===== src/rtl/sar_pkg.sv =====
// Shared definitions for the successive-approximation controller.
// Assumes nothing beyond a single converter clock.
package sar_pkg;

    // Default resolution of the converter code.
    localparam int SAR_BITS_DEFAULT = 10;

    // Operating mode of the code register, chosen by the top level.
    typedef enum logic [1:0] {
        REG_HOLD    = 2'd0,
        REG_CONVERT = 2'd1,
        REG_SHIFT   = 2'd2
    } sar_mode_t;

endpackage


===== src/rtl/sar_seq.sv =====
// One-hot trial sequencer. A start loads a single 1 into the MSB position.
// Each later rising edge moves it one place toward the LSB until it falls
// off the end. The edge on which it leaves the LSB raises done.
// Assumes start is a synchronous level sampled on the rising edge.
module sar_seq #(
    parameter int N = sar_pkg::SAR_BITS_DEFAULT
) (
    input  logic         clk,
    input  logic         rst_n,
    input  logic         start,
    output logic [N-1:0] seq,
    output logic         busy,
    output logic         done
);

    localparam logic [N-1:0] MSB_ONLY = {1'b1, {(N-1){1'b0}}};

    logic [N-1:0] seq_q;
    logic         done_q;

    // Walk the single 1 from MSB to LSB, one position per edge.
    always_ff @(posedge clk) begin
        if (!rst_n)      seq_q <= '0;
        else if (start)  seq_q <= MSB_ONLY;
        else             seq_q <= seq_q >> 1;
    end

    // Raise done when the LSB trial has been resolved; clear on start.
    always_ff @(posedge clk) begin
        if (!rst_n)         done_q <= 1'b0;
        else if (start)     done_q <= 1'b0;
        else if (seq_q[0])  done_q <= 1'b1;
    end

    assign seq  = seq_q;
    assign busy = |seq_q;
    assign done = done_q;

    // never more than one trial position active.
    assert_seq_onehot_R2: assert property (@(posedge clk) disable iff (!rst_n)
        $onehot0(seq_q));

    // the active position moves exactly one place per edge.
    assert_seq_step_R2: assert property (@(posedge clk) disable iff (!rst_n)
        (busy && !start) |=> (seq_q == ($past(seq_q) >> 1)));

    // a start places the trial at the MSB.
    assert_seq_load_R1: assert property (@(posedge clk) disable iff (!rst_n)
        start |=> (seq_q == MSB_ONLY));

    // done only rises after the LSB trial was active.
    assert_done_after_lsb_R5: assert property (@(posedge clk) disable iff (!rst_n)
        $rose(done_q) |-> $past(seq_q[0]));

endmodule


===== src/rtl/sar_cmp_latch.sv =====
// Comparator decision latch. Samples the comparator on the falling edge of
// the converter clock while a conversion runs, so the decision is settled
// by the next rising edge. Assumes the comparator is valid at that edge.
module sar_cmp_latch (
    input  logic clk,
    input  logic rst_n,
    input  logic en,
    input  logic cmp_in,
    output logic cmp_q
);

    logic dec_q;

    // Capture the comparator during the low phase of the clock.
    always_ff @(negedge clk) begin
        if (!rst_n)   dec_q <= 1'b0;
        else if (en)  dec_q <= cmp_in;
    end

    assign cmp_q = dec_q;

    // outside a conversion the latched decision does not move.
    assert_latch_hold_R3: assert property (@(negedge clk) disable iff (!rst_n)
        !en |=> $stable(dec_q));

endmodule


===== src/rtl/sar_data_reg.sv =====
// Code register. In convert mode, bit k takes the latched decision while
// it is the active trial, and is set to 1 when the trial above it is
// resolved. In shift mode the register moves toward the MSB with chain_in
// entering the LSB. A start overrides both and loads the MSB trial.
// Assumes seq is one-hot or zero whenever mode is REG_CONVERT.
module sar_data_reg #(
    parameter int N = sar_pkg::SAR_BITS_DEFAULT
) (
    input  logic                clk,
    input  logic                rst_n,
    input  logic                start,
    input  sar_pkg::sar_mode_t  mode,
    input  logic [N-1:0]        seq,
    input  logic                cmp_q,
    input  logic                chain_in,
    output logic [N-1:0]        data
);

    import sar_pkg::*;

    localparam logic [N-1:0] MSB_ONLY = {1'b1, {(N-1){1'b0}}};
    localparam logic [N-1:0] ONE      = {{(N-1){1'b0}}, 1'b1};

    logic [N-1:0] set_trial;
    logic [N-1:0] shift_src;

    // Bit k becomes the trial when the position above it is resolved.
    assign set_trial = {1'b0, seq[N-1:1]};
    // Serial path: each bit takes its lower neighbour, LSB takes chain_in.
    assign shift_src = {data[N-2:0], chain_in};

    for (genvar k = 0; k < N; k++) begin : g_bit
        localparam logic IS_MSB = (k == N - 1);
        logic bit_q;

        // Per-bit update: start, trial/resolve, or shift.
        always_ff @(posedge clk) begin
            if (!rst_n) begin
                bit_q <= 1'b0;
            end else if (start) begin
                bit_q <= IS_MSB;
            end else begin
                case (mode)
                    REG_CONVERT: begin
                        if (seq[k])             bit_q <= cmp_q;
                        else if (set_trial[k])  bit_q <= 1'b1;
                    end
                    REG_SHIFT:   bit_q <= shift_src[k];
                    default:     bit_q <= bit_q;
                endcase
            end
        end

        assign data[k] = bit_q;
    end

    // start leaves only the MSB trial set.
    assert_start_code_R1: assert property (@(posedge clk) disable iff (!rst_n)
        start |=> (data == MSB_ONLY));

    // during a conversion no bit below the active trial is set.
    assert_low_bits_clear_R2: assert property (@(posedge clk) disable iff (!rst_n)
        (|seq) |-> ((data & (seq - ONE)) == '0));

    // idle register holds.
    assert_idle_hold_R6: assert property (@(posedge clk) disable iff (!rst_n)
        (mode == REG_HOLD && !start) |=> $stable(data));

    // shift moves toward the MSB and loads chain_in at the LSB.
    assert_shift_step_R7: assert property (@(posedge clk) disable iff (!rst_n)
        (mode == REG_SHIFT && !start) |=>
            (data == {$past(data[N-2:0]), $past(chain_in)}));

endmodule


===== src/rtl/sar_chain_retime.sv =====
// Half-cycle retiming flop at the end of the serial chain. It samples the
// register MSB on the falling edge, so the next converter, which shifts
// on the rising edge, sees a value that changed half a cycle earlier.
module sar_chain_retime (
    input  logic clk,
    input  logic rst_n,
    input  logic tap,
    output logic chain_out
);

    logic out_q;

    // Retime the serial tap on the falling edge.
    always_ff @(negedge clk) begin
        if (!rst_n)  out_q <= 1'b0;
        else         out_q <= tap;
    end

    assign chain_out = out_q;

endmodule


===== src/rtl/sar_onehot_ctrl.sv =====
// Successive-approximation controller top. It ties the one-hot sequencer,
// the comparator latch, the code register and the chain retiming flop
// together. The register mode is chosen here: convert while the sequencer
// is active, otherwise shift if requested, otherwise hold. This gates the
// shift path off during a conversion. Assumes one converter clock that
// drives both edges.
module sar_onehot_ctrl #(
    parameter int N = sar_pkg::SAR_BITS_DEFAULT
) (
    input  logic         clk,
    input  logic         rst_n,
    input  logic         start,
    input  logic         cmp_in,
    input  logic         shift_en,
    input  logic         chain_in,
    output logic [N-1:0] dac_code,
    output logic         busy,
    output logic         done,
    output logic         chain_out
);

    import sar_pkg::*;

    logic [N-1:0] seq;
    logic         cmp_q;
    logic         busy_w;
    sar_mode_t    mode;

    // Pick the register mode; conversion has priority over shifting.
    always_comb begin
        if (busy_w)         mode = REG_CONVERT;
        else if (shift_en)  mode = REG_SHIFT;
        else                mode = REG_HOLD;
    end

    sar_seq #(.N(N)) u_seq (
        .clk   (clk),
        .rst_n (rst_n),
        .start (start),
        .seq   (seq),
        .busy  (busy_w),
        .done  (done)
    );

    sar_cmp_latch u_cmp (
        .clk    (clk),
        .rst_n  (rst_n),
        .en     (busy_w),
        .cmp_in (cmp_in),
        .cmp_q  (cmp_q)
    );

    sar_data_reg #(.N(N)) u_data (
        .clk      (clk),
        .rst_n    (rst_n),
        .start    (start),
        .mode     (mode),
        .seq      (seq),
        .cmp_q    (cmp_q),
        .chain_in (chain_in),
        .data     (dac_code)
    );

    sar_chain_retime u_ret (
        .clk       (clk),
        .rst_n     (rst_n),
        .tap       (dac_code[N-1]),
        .chain_out (chain_out)
    );

    assign busy = busy_w;

    // at each rising edge the chain output equals the code MSB held since the last falling edge.
    assert_chain_tap_R8: assert property (@(posedge clk) disable iff (!rst_n)
        chain_out == dac_code[N-1]);

    // during a conversion the shift path cannot reach the register.
    assert_no_shift_busy_R9: assert property (@(posedge clk) disable iff (!rst_n)
        busy_w |-> (mode == REG_CONVERT));

endmodule


===== config.mk =====
export PLATFORM = sky130hd
export DESIGN_NAME = sar_onehot_ctrl
export DESIGN_NICKNAME = d
export VERILOG_FILES = /design/src/rtl/sar_pkg.sv /design/src/rtl/sar_seq.sv /design/src/rtl/sar_cmp_latch.sv /design/src/rtl/sar_data_reg.sv /design/src/rtl/sar_chain_retime.sv /design/src/rtl/sar_onehot_ctrl.sv
export SDC_FILE = /design/constraint.sdc
export NUM_CORES = 1
export LEC_CHECK = 0
export ABC_AREA = 1
export CAP_MARGIN = 40
export CORE_UTILIZATION = 30
export DETAILED_ROUTE_END_ITERATION = 10
export GPL_ROUTABILITY_DRIVEN = 0
export PLACE_DENSITY = 0.45
export SYNTH_ARGS = -nofsm -noshare
export SYNTH_HDL_FRONTEND = slang
export SYNTH_HIERARCHICAL = 1
export SYNTH_SLANG_ARGS = --single-unit

===== constraint.sdc =====
create_clock -name clk -period 4 [get_ports clk]
set_clock_uncertainty 0.1 [all_clocks]
set_input_delay 0.4 -clock clk [delete_from_list [all_inputs] [get_ports clk]]
set_output_delay 0.4 -clock clk [all_outputs]
set_load 0.05 [all_outputs]

=== After elaboration in Yosys (flattened, before gate mapping) ===
Cells that the tools add are included.

* Input bits: 6
* Flip-flop bits (word level): 23
* Logic and storage cells: 75
* Memories: 0
* ROM bits: 0
* Memory bits (writable): 0
* Output and inout bits: 13
* Latch bits: 0

* Order comparisons: 0
* Reductions and logical operators: 14
* $mul: 0
* Bitwise gates (word level): 1
* Shifts and indexed selects: 0
* Muxes and demuxes: 33
* Eq/ne operators: 12
* Add/sub/neg operators: 0
* Div/mod/pow operators: 0

{| class="wikitable"
|+ Operator list
! cell !! count
|-
| 3-bit != test, second input constant || 10
|-
| 1-bit 2-to-1 mux || 20
|-
| 1-bit case mux with 2 select lines || 10
|-
| 2-bit AND reduction || 10
|-
| 10-bit 2-to-1 mux || 1
|-
| 10-bit OR reduction || 1
|-
| 2-bit 2-to-1 mux || 2
|-
| 3-bit nonzero test || 1
|-
| 2-bit by 1-bit equality test with 1-bit output, second input constant || 1
|-
| 2-bit equality test, second input constant || 1
|-
| 2-bit nonzero test || 1
|-
| 2-bit OR reduction || 1
|-
| 1-bit NOT || 1
|}

=== Depth between registers and ports, before layout ===
* Depth after elaboration: 5
* Depth in mapped cells: 12
* Depth with buffers taken out: 12

=== Modules after synthesis ===
Netlist, hierarchy kept.

{| class="wikitable"
|+ Modules (own cells, without submodules)
! module !! cells each !! area each (um2) !! times used !! seq. area each (um2)
|-
| sar_data_reg || 138 || 845.8 || 1 || 200.2
|-
| sar_seq || 44 || 349.1 || 1 || 220.2
|-
| sar_cmp_latch || 7 || 45.0 || 1 || 20.0
|-
| sar_chain_retime || 4 || 31.3 || 1 || 20.0
|-
| sar_onehot_ctrl || 2 || 10.0 || 1 || 0.0
|}

==> impl_metrics.yaml <==
run_status:
  status: "finished clean"
yosys:
  synth_fa_ha_area_share_pct: 0
  muxShareOfSynthArea_pct: 0
  synth_top_family_by_area: "simple AND/OR/NAND/NOR gates"
  synth_edf_count: 0
  synth.cell_area_sq_um: 1280
  ys_warn_count: 6
  synthArstFlopShare_pct: 0
  synth-seq-area-share_pct: 35.9
  ys_seq_elements: 23
  synth-xor-area-share_pct: 0
  avgSynthCellArea_sq_um: 6.57
  synth_ff_type: "dfxtp_1"
  synth.distinct_cells: 20
  synth_compound_area_share_pct: 4.10
  syn_inst: 195
  synth.net_count: 201
  synthSimpleGateAreaFrac_pct: 41.8
worst_setup_path:
  critPathLaunchType: "register"
  path_delay_family: "buffers and inverters"
  cp-end-kind: "output port"
  required_ns: 3.50
  critPathArrivalTime_ns: 3.42
  crit_path_max_fanout: 1
  crit_chain: "clkdlybuf4s50_1"
  reg2reg_depth: 6
  cpPeakStageDelay_ns: 0.79
  cp_slowest_cell: "clkdlybuf4s50_1"
  path_class: "reg2out"
  crit_buf_inv: 1
  worstSetupPathDepth: 1
clock_network:
  clockBufferDepth: 2
  cts_hold_buf: 0
  cts_root_buf: "clkbuf_8"
  post_cts_resize_count: 0
  cts_tree: "done"
  cts_made_buffers: 3
  post_cts_buffers: 0
  cts.clk_slew.worst_paths_ns: 0.08
  clk_latency_ns: 0.33
  clock-sinks: 23
  htree_levels: 1
global_route:
  met1_usage_pct: 14.8
  grt_pass1_vias: 950
  gr-usage-met2_pct: 21.1
  grtUsageMet3_pct: 3.72
  track_usage_pct: 12.5
  grt_pass1_wl_mm: 4.18
  grt.overflow.total: 0
  antenna_found_initial: 0
  grt_max_degree: 21
  grt-busiest-layer: "met2"
route:
  drcViolationCount: 0
  vias: 1038
  drtIter0Drc: 25
  wl_per_cell_microns: 9.21
  drt-total-wl_mm: 2.35
  drt_pass1_iterations: 4
  via_per_inst: 4.07
  ant_nets: 0
finish:
  layout_commonest_cell: "nor2_1"
  drive_gt1_share_pct: 9.27
  diodes: 0
  area_growth_pct: 14.6
  nets: 212
  nFillCells: 468
  layout_common_cells: "53 x nor2_1, 47 x nand2_1, 29 x inv_1"
timing:
  hold_violations: 0
  setup_violations: 0
  relSlewSlack_pct: 45.1
  hold_slack_ns: 0.377
  tns_ns: 0
  worst_pin_slew_ns: 0.820
  slew_viol_final: 0
  rsz0062_at_grt: "no"
die:
  fp.dieH_microns: 67.4
  core_sq_um: 4060
  die_area_sq_um: 4540
  rows: 23
  num_io_pins: 19
  initial_core_util_pct: 31.6
  die_w_microns: 67.4
placement:
  port_buffers: 18
  dp_hpwl_mm: 1.59
hold_path:
  hold_class: "reg2reg"
  hold_depth: 2
pwr:
  cellLeakagePower_uw: 0.000662
  p_per_area_nw_per_um2: 339
  vdd_ir_drop_max_uv: 243
  finalPower_uw: 499
flow_run:
  cap_viol_max_count: 0
## worst paths after layout
check                                              to       startpoint  slack [ns]
worst max-delay path                        chain_out  u_ret/chain_out        0.08
worst min-delay path                     u_seq/seq[5]     u_seq/seq[6]        0.38
worst max register to register  u_data/g_bit[8].bit_q      u_cmp/cmp_q        0.74
worst min register to register           u_seq/seq[5]     u_seq/seq[6]        0.38
## synthesized netlist by cell type, types with 2 or more instances
cell	instances	area share [%]
nand2_2	2	0.98
o21ai_0	8	3.1
dfxtp_1	23	36
nor2_4	9	7.9
nand2_1	47	14
nand3_1	2	0.78
buf_4	10	5.9
nor2_2	2	0.98
inv_1	29	8.5
nor2_1	53	16
## through the flow
stage	instance area [sq um]	instances	util, %	setup WS, ns
final	1470	255	36.2	0.0782
after detailed placement	1420	251	35.1	0.414
after floorplan	1280	195	-	0.471
after global routing	1470	255	36.2	0.0259
after global placement	1420	251	35.1	0.426
after CTS	1470	255	36.2	0.0622
## where the power goes
part / switching (uW) / total (uW) / leakage (uW) / internal, uW
clock: 81.5 / 155 / 0.0000334 / 73.8
combinational: 67.6 / 103 / 0.000441 / 35.4
sequential: 4.03 / 240 / 0.000187 / 236
total: 153 / 499 / 0.000662 / 346
## state kept, by name, indices dropped and copies added, names as in the netlist
register            cells
u_seq/done              1
u_ret/chain_out         1
u_cmp/cmp_q             1
u_seq/seq              10
u_data/g_bit.bit_q     10
## per-layer routing
layer | part of all wire [%] | vias to the layer above | routed length, microns
met5 | 0 | - | 0
li1 | - | 579 | -
met1 | 48 | 439 | 1130
met4 | 1.5 | 0 | 36
met2 | 47 | 16 | 1100
met3 | 3.4 | 4 | 79
## logic make-up after synthesis
logic type      count (synthesis)
buf+inv                        44
simple gates                  118
flops                          23
compound gates                 10
## area by class of cell
class	count	area, sq um	area share (%)
Multi-Input combinational cell	128	588	40.0
Sequential cell	23	460	31.3
Timing Repair Buffer	18	180	12.3
Inverter	30	125	8.52
Tap cell	50	62.6	4.26
Clock buffer	4	45.0	3.07
Clock inverter	2	7.51	0.511
Note: power is estimated with default switching activity, not from simulation.
